$ cat config.mk
export PLATFORM = sky130hd
export DESIGN_NAME = carry_loop_adder
export DESIGN_NICKNAME = d
export VERILOG_FILES = /design/src/rtl/clp_pkg.sv /design/src/rtl/clp_seed.sv /design/src/rtl/clp_step.sv /design/src/rtl/clp_ctrl.sv /design/src/rtl/carry_loop_adder.sv
export SDC_FILE = /design/constraint.sdc
export NUM_CORES = 1
export LEC_CHECK = 0
export ABC_AREA = 1
export BUFFER_PORTS_ARGS = -buffer_cell sky130_fd_sc_hd__clkbuf_2
export CAP_MARGIN = 5
export CORE_ASPECT_RATIO = 0.5
export CORE_UTILIZATION = 55
export DETAILED_ROUTE_END_ITERATION = 10
export GPL_TIMING_DRIVEN = 0
export MAX_ROUTING_LAYER = met4
export PLACE_DENSITY = 0.82
export SETUP_SLACK_MARGIN = 0.2
export SLEW_MARGIN = 30
export SYNTH_ARGS = -nofsm -noshare
export SYNTH_HDL_FRONTEND = slang
export SYNTH_HIERARCHICAL = 1
export SYNTH_SLANG_ARGS = --single-unit
$ cat constraint.sdc
create_clock -name clk -period 3.5 [get_ports clk]
set_clock_uncertainty 0.15 [all_clocks]
set_input_delay 0 -clock clk [delete_from_list [all_inputs] [get_ports clk]]
set_output_delay 0 -clock clk [all_outputs]
set_load 0.02 [all_outputs]
$ cat src/rtl/clp_pkg.sv
package clp_pkg;

  // Control states of the carry-loop sequencer
  typedef enum logic [1:0] {
    ST_IDLE = 2'd0,
    ST_LOOP = 2'd1,
    ST_DONE = 2'd2
  } clp_state_e;

endpackage

$ cat src/rtl/clp_seed.sv
// Forms the starting partial sum and carry word for a new request.
// The carry word is W+1 bits: bit 0 holds a pending carry-in that the
// first shift moves into bit 0 of the sum; bits W:1 hold the carries.
module clp_seed #(
  parameter int W = 32
) (
  input  logic [W-1:0] a,
  input  logic [W-1:0] b,
  input  logic         sub,
  output logic [W-1:0] sum0,
  output logic [W:0]   car0
);

  logic [W-1:0] b_eff;

  for (genvar i = 0; i < W; i++) begin : g_bit
    assign b_eff[i]   = b[i] ^ sub;
    assign sum0[i]    = a[i] ^ b_eff[i];
    assign car0[i+1]  = a[i] & b_eff[i];
  end

  // two's-complement plus-one rides in as a carry below bit 0
  assign car0[0] = sub;

endmodule

$ cat src/rtl/clp_step.sv
// One shift-and-combine step of the carry loop, one half-adder per bit.
module clp_step #(
  parameter int W = 32
) (
  input  logic [W-1:0] sum_i,
  input  logic [W:0]   car_i,
  output logic [W-1:0] sum_o,
  output logic [W:0]   car_o,
  output logic         car_zero
);

  // Shifting left by one drops the top carry and brings the pending
  // carry-in into bit 0: exactly the low W bits of the extended word.
  logic [W-1:0] shifted;
  assign shifted = car_i[W-1:0];

  for (genvar i = 0; i < W; i++) begin : g_ha
    assign sum_o[i]   = sum_i[i] ^ shifted[i];
    assign car_o[i+1] = sum_i[i] & shifted[i];
  end

  // after a step there is never a pending carry-in
  assign car_o[0] = 1'b0;

  assign car_zero = ~|car_i;

endmodule

$ cat src/rtl/clp_ctrl.sv
// Sequencer: idle -> loop (one step per clock while carries remain) -> done.
module clp_ctrl
  import clp_pkg::*;
#(
  parameter int CW = 6
) (
  input  logic          clk,
  input  logic          rst,
  input  logic          start,
  input  logic          car_zero,
  output logic          load,
  output logic          step,
  output logic          busy,
  output logic          done,
  output logic [CW-1:0] iters
);

  clp_state_e    st_q;
  logic [CW-1:0] cnt_q;

  always_comb begin
    load = (st_q == ST_IDLE) && start;
    step = (st_q == ST_LOOP) && !car_zero;
    busy = (st_q != ST_IDLE);
    done = (st_q == ST_DONE);
  end

  always_ff @(posedge clk) begin
    if (rst) begin
      st_q  <= ST_IDLE;
      cnt_q <= '0;
    end else begin
      unique case (st_q)
        ST_IDLE: begin
          if (start) begin
            st_q  <= ST_LOOP;
            cnt_q <= '0;
          end
        end
        ST_LOOP: begin
          if (car_zero) st_q  <= ST_DONE;
          else          cnt_q <= cnt_q + 1'b1;
        end
        ST_DONE: st_q <= ST_IDLE;
        default: st_q <= ST_IDLE;
      endcase
    end
  end

  assign iters = cnt_q;

endmodule

$ cat src/rtl/carry_loop_adder.sv
// Multi-cycle XOR/AND carry-loop adder/subtractor.
module carry_loop_adder #(
  parameter int W  = 32,
  localparam int CW = $clog2(W + 2)
) (
  input  logic          clk,
  input  logic          rst,
  input  logic          start,
  input  logic [W-1:0]  op_a,
  input  logic [W-1:0]  op_b,
  input  logic          sub,
  output logic [W-1:0]  result,
  output logic          done,
  output logic          busy,
  output logic [CW-1:0] iters
);

  logic [W-1:0] sum_q, sum_seed, sum_next;
  logic [W:0]   car_q, car_seed, car_next;
  logic         car_zero, load, step;

  clp_seed #(.W(W)) u_seed (
    .a    (op_a),
    .b    (op_b),
    .sub  (sub),
    .sum0 (sum_seed),
    .car0 (car_seed)
  );

  clp_step #(.W(W)) u_step (
    .sum_i    (sum_q),
    .car_i    (car_q),
    .sum_o    (sum_next),
    .car_o    (car_next),
    .car_zero (car_zero)
  );

  clp_ctrl #(.CW(CW)) u_ctrl (
    .clk      (clk),
    .rst      (rst),
    .start    (start),
    .car_zero (car_zero),
    .load     (load),
    .step     (step),
    .busy     (busy),
    .done     (done),
    .iters    (iters)
  );

  always_ff @(posedge clk) begin
    if (rst) begin
      sum_q <= '0;
      car_q <= '0;
    end else if (load) begin
      sum_q <= sum_seed;
      car_q <= car_seed;
    end else if (step) begin
      sum_q <= sum_next;
      car_q <= car_next;
    end
  end

  assign result = sum_q;

endmodule

==> flow_summary.ini, run 1 <==
[clocking]
tritoncts = yes
numCtsBuffers = 9
cts_buffer_depth = 2
cts-root-buf = clkbuf_16
cts_max_level = 3
cts_sinks = 73
clock_latency_ns = 0.35
path_clk_slew_ns = 0.06

[sta]
fmax_mhz = 420
maxSlewViolCount = 0
rsz0062_at_grt = no
setup_viol = 0
tightest_slew_ns = 0.552
layout_setup_ws_ns = 1.12
finalHoldViolations = 0
min_period_ns = 2.38
relSlewSlack_pct = 63.2
fin_crit_sh_pct = 68.1
finalSetupTns_ns = 0

[routing]
antenna_left = 0
dr.pass1.iters = 8
viasPerCell = 5.09
wl_um = 13600
routedWlPerCell_um = 12.8
drt_first_iter_violations = 394
vias = 5435
drc_errors = 6

[yosys]
yosysSeqAreaShare_pct = 28.4
synth_top_cell_by_area = dfxtp_1
synth.distinct_cells = 23
synth_seq_cells = 73
avgSynthCellArea_um2 = 6.49
synthesis.area_um2 = 5140
synth_nets = 925
syn_inst = 792
yosys-top-cells-area = dfxtp_1 (28%), nand2_1 (21%), ha_1 (16%), nand3_1 (14%), inv_1 (8.1%)
synth_top_area_share_pct = 28.4
ys.warnings.count = 6

[flow_run]
drv_cap = 0

[layout]
multi_input_area_um2 = 2950
fillCellCount = 727
final_common_cell = nand2_1
area_delta_synth_final_pct = 26.8
area.sequential_um2 = 1460
final_cell_mix = nand2_1 (285), nand3_1 (140), inv_1 (111)
final_nets = 1078
num_antenna_cells = 0
drive_above_1_share_pct = 20.5
stdcell_count = 1067

[grt]
grt_pass1_vias = 5141
track_usage_pct = 30.2
antenna_found_initial = 0
grt_pass1_wl_um = 22900
grt_start_max_net_pins = 14
grt_remaining_overflow = 0

[run_status]
status = finished, violations left
violations = DRC

[placement]
portBuffers = 106
place_ws_ns = 1.18
placed_cells = 1015
place.gp.congestion = 0.891
dp_hpwl_um = 9650

[worst_setup_path]
worstPathMaxFanout = 10
critPathRequiredTime_ns = 3.59
arrival_ns = 2.47
critPathKind = register to register
critPathLaunchType = register
cp-end-kind = register

[pwr]
vdd_ir_drop_max_mv = 0.303
p_per_area_nw_per_um2 = 439
p_leak_nw = 4.04

[floorplan]
core_um2 = 8890
die_h_um = 70.4
initial_core_util_pct = 57.9
fp.dieArea_um2 = 9770
io_pins = 108
die_x_um = 139
num_rows = 24

[worst_hold_path]
holdCritPathClass = input pin to register
[report_power, final]
group / internal, mW / switching [mW] / total [mW]
clock network: 0.697 / 0.381 / 1.08
logic: 0.306 / 0.523 / 0.829
registers: 0.901 / 0.0590 / 0.960
total: 1.90 / 0.962 / 2.87
[layout make-up]
type	instances	share of cell area (%)
Multi-Input combinational cell	561	45.3
Inverter	114	6.67
Clock inverter	7	1.80
Tap cell	117	2.24
Buffer	44	4.49
Timing Repair Buffer	142	13.7
Sequential cell	73	22.4
Clock buffer	9	3.45
[final timing paths]
| check | endpoint | slack (ns) | cells after the start | from |
|---|---|---|---|---|
| min reg2reg | u_ctrl/iters[0] | 0.37 | 1 | u_ctrl/iters[0] |
| max | car_q[6] | 1.12 | 14 | car_q[21] |
| min | result[23] | 0.04 | 8 | op_b[23] |
| max reg2reg | car_q[6] | 1.12 | 14 | car_q[21] |
[through the flow]
| stage | hold slack (ns) | util, % | power [mW] | cell area [µm²] |
|---|---|---|---|---|
| after global routing | 0.0858 | 73.4 | 3.02 | 6520 |
| after CTS | 0.0379 | 73.4 | 2.87 | 6520 |
| after floorplan | -0.0876 | - | 1.51 | 5140 |
| final | 0.0414 | 73.4 | 2.87 | 6520 |
| after global placement | 0.121 | 65.5 | 1.74 | 5820 |
| after detailed placement | 0.126 | 65.5 | 1.76 | 5820 |
[critical path, cell delays in order, from the launching register on]
cell and delay, ns:
dfxtp_1 0.33, nor2_1 0.12, nand2_1 0.09, nor2_1 0.19
nand3_1 0.10, nor2_1 0.20, inv_1 0.09, nand3_1 0.12
inv_1 0.13, buf_4 0.20, buf_2 0.20, nand3_1 0.11
nand3_1 0.09, nand2_1 0.09, inv_1 0.06
[routing by layer]
metal	track usage, %	share of wire [%]
met2	50.5	45
met1	35.5	45
met3	7.54	7.2
met5	-	0
met4	10.6	2.1
[flip-flops by register name, summed over array words and instances, names as in the netlist]
signal / count
car_q: 33
u_ctrl/st_q: 2
result: 32
u_ctrl/iters: 6
[synth_stat cells]
cell type  count
nand2_1      285
nand3_1      140
inv_1        111
dfxtp_1       73
ha_1          65
nand2_2       31
nor2_1        29
buf_2         18
buf_4         13
buf_1          6
a21oi_1        3
buf_12         3
clkbuf_1       3
inv_2          2
nor2_2         2
a21oi_2        1
buf_6          1
conb_1         1
inv_8          1
nor2_4         1
nor3_1         1
o21ai_0        1
or2_0          1
[logic make-up (layout without fill, tap and decap cells)]
kind of cell	after synthesis	after routing	synth area share, %
AO/OA/AOI/OAI	5	5	0.559
adder cells (fa/ha/maj)	65	65	15.8
buffers and inverters	158	316	14.2
flip-flops	73	73	28.4
other	1	1	0.0729
AND/OR/NAND/NOR	490	490	41.0
[what timing repair did]
item | in CTS | in global routing
hold buffers | 36 | 0
hold endpoints to repair | 69 | 0
setup buffers | 0 | 0
gates resized for setup | 0 | 0
No activity file was read; power rests on OpenSTA's default activity.
==> inputs of run 2 (changes only) <==
==> constraint.sdc (replaced) <==
create_clock -name clk -period 2.42 [get_ports clk]
set_clock_uncertainty 0.15 [all_clocks]
set_input_delay 0 -clock clk [delete_from_list [all_inputs] [get_ports clk]]
set_output_delay 0 -clock clk [all_outputs]
set_load 0.02 [all_outputs]
==> flow_summary.ini, run 2 (synthesized netlist as in run 1, its figures left out) <==
[grt]
antenna_found_initial = 0
grt_pass1_vias = 5165
grt_remaining_overflow = 0
grt_start_max_net_pins = 14
grt_pass1_wl_um = 22900
track_usage_pct = 30.1

[worst_setup_path]
critPathRequiredTime_ns = 2.51
arrival_ns = 2.24
critPathLaunchType = register
r2r_slack_ns = 0.27
critPathKind = register to register
worstPathMaxFanout = 10
cp-end-kind = register

[sta]
fin_crit_sh_pct = 88.9
min_period_ns = 2.15
relSlewSlack_pct = 61.9
tightest_slew_ns = 0.571
finalSetupTns_ns = 0
layout_setup_ws_ns = 0.268
finalHoldViolations = 0
rsz0062_at_grt = no
fmax_mhz = 465
setup_viol = 0
maxSlewViolCount = 0

[placement]
dp_hpwl_um = 9650
place.gp.congestion = 0.891
portBuffers = 106
place_ws_ns = 0.100
place_area_um2 = 5820

[flow_run]
drv_cap = 0

[clocking]
tritoncts = yes
cts_buffer_depth = 2
path_clk_slew_ns = 0.06
cts-root-buf = clkbuf_16
numCtsBuffers = 9
cts_max_level = 3
cts_sinks = 73
clock_latency_ns = 0.34

[pwr]
p_leak_nw = 4.07
p_per_area_nw_per_um2 = 640
switchingPower_mw = 1.42
p_seq_share_pct = 32.8
p_clk_share_pct = 36.7
vdd_ir_drop_max_mv = 0.421
swShare_pct = 33.6
internal_power_mw = 2.81
p_comb_share_pct = 30.4
finalPower_mw = 4.23

[layout]
drive_above_1_share_pct = 21.8
fin_area_um2 = 6610
final_nets = 1081
area_delta_synth_final_pct = 28.6
regMostFlops = car_q
final_common_cell = nand2_1
utilization_pct = 74.4
num_antenna_cells = 0
largest_reg_flops = 33
final_cell_mix = nand2_1 (285), nand3_1 (138), inv_1 (109)

[floorplan]
die_h_um = 70.4
io_pins = 108
num_rows = 24
initial_core_util_pct = 57.9
die_x_um = 139
core_um2 = 8890
fp.dieArea_um2 = 9770

[routing]
vias = 5483
dr.pass1.iters = 8
wl_um = 13800
routedWlPerCell_um = 12.9
drc_errors = 6
antenna_left = 0
drt_first_iter_violations = 393
viasPerCell = 5.12

[worst_hold_path]
holdCritPathClass = input pin to register

[run_status]
status = finished, violations left
violations = DRC
## run 2: cell types whose count changed in the layout (fill, tap and decap cells not counted), moves of 2 or more
cell     previous run  this run
buf_6               1         7
buf_2              18        14
nor2_1             29        25
nor2_2              2         5
inv_1             111       109
nand3_1           140       138
nand3_2             0         2
## run 2: timing repair
| item | in CTS | in global routing |
|---|---|---|
| endpoints found under the setup margin | 57 | 65 |
| cloned | 0 | 1 |
| endpoints found under the hold margin | 69 | 0 |
| gates resized for setup | 4 | 24 |
| setup buffers | 3 | 0 |
| hold buffers | 35 | 0 |
| pin swaps | 1 | 4 |
## run 2: through the flow
step | hold WS (ns) | std cells
2_1_floorplan | -0.0876 | 792
3_3_place_gp | 0.121 | 1015
3_5_place_dp | 0.126 | 1015
6_report | 0.0434 | 1070
4_1_cts | 0.0379 | 1069
5_1_grt | 0.0897 | 1070
## run 2: power by group through the flow
stage | sequential [mW] | clock (mW) | combinational, mW
2_1_floorplan | 1.48 | 0 | 0.697
3_3_place_gp | 1.41 | 0 | 1.11
3_5_place_dp | 1.41 | 0 | 1.13
4_1_cts | 1.39 | 1.57 | 1.21
5_1_grt | 1.40 | 1.62 | 1.42
6_report | 1.39 | 1.55 | 1.29
## run 2: path summary, 6_finish.rpt
kind,cells after the start,start,end
setup reg to reg,14,car_q[23],car_q[6]
setup / recovery,14,car_q[23],car_q[6]
hold reg to reg,2,u_ctrl/iters[1],u_ctrl/iters[1]
hold / removal,8,op_b[12],result[12]
## run 2: final cells by class
| type | instances | area [µm²] |
|---|---|---|
| repair buffers | 145 | 908 |
| clock inverters | 7 | 118 |
| plain buffers | 44 | 337 |
| clock buffers | 9 | 225 |
| flip-flops and latches | 73 | 1460 |
| multi-input cells | 561 | 2980 |
| well taps | 117 | 146 |
| inverters | 114 | 438 |
| fillers | 708 | 2280 |
## run 2: routing by layer
metal	share of wire (%)	vias up	track usage, %
li1	-	2771	-
met5	0	-	-
met4	1.5	0	10.0
met2	46	217	50.4
met1	45	2474	35.5
met3	7.8	21	7.48
## run 2: critical path, stage by stage (launching register included)
cell and delay, ns:
dfxtp_1 0.34, nor2_2 0.13, nand2_1 0.07, nor2_1 0.11, nand3_2 0.12, nor2_2 0.21
inv_2 0.07, nand3_2 0.12, inv_4 0.07, buf_6 0.15, buf_4 0.18, nand3_1 0.09
nand3_1 0.09, nand2_1 0.08, inv_1 0.05
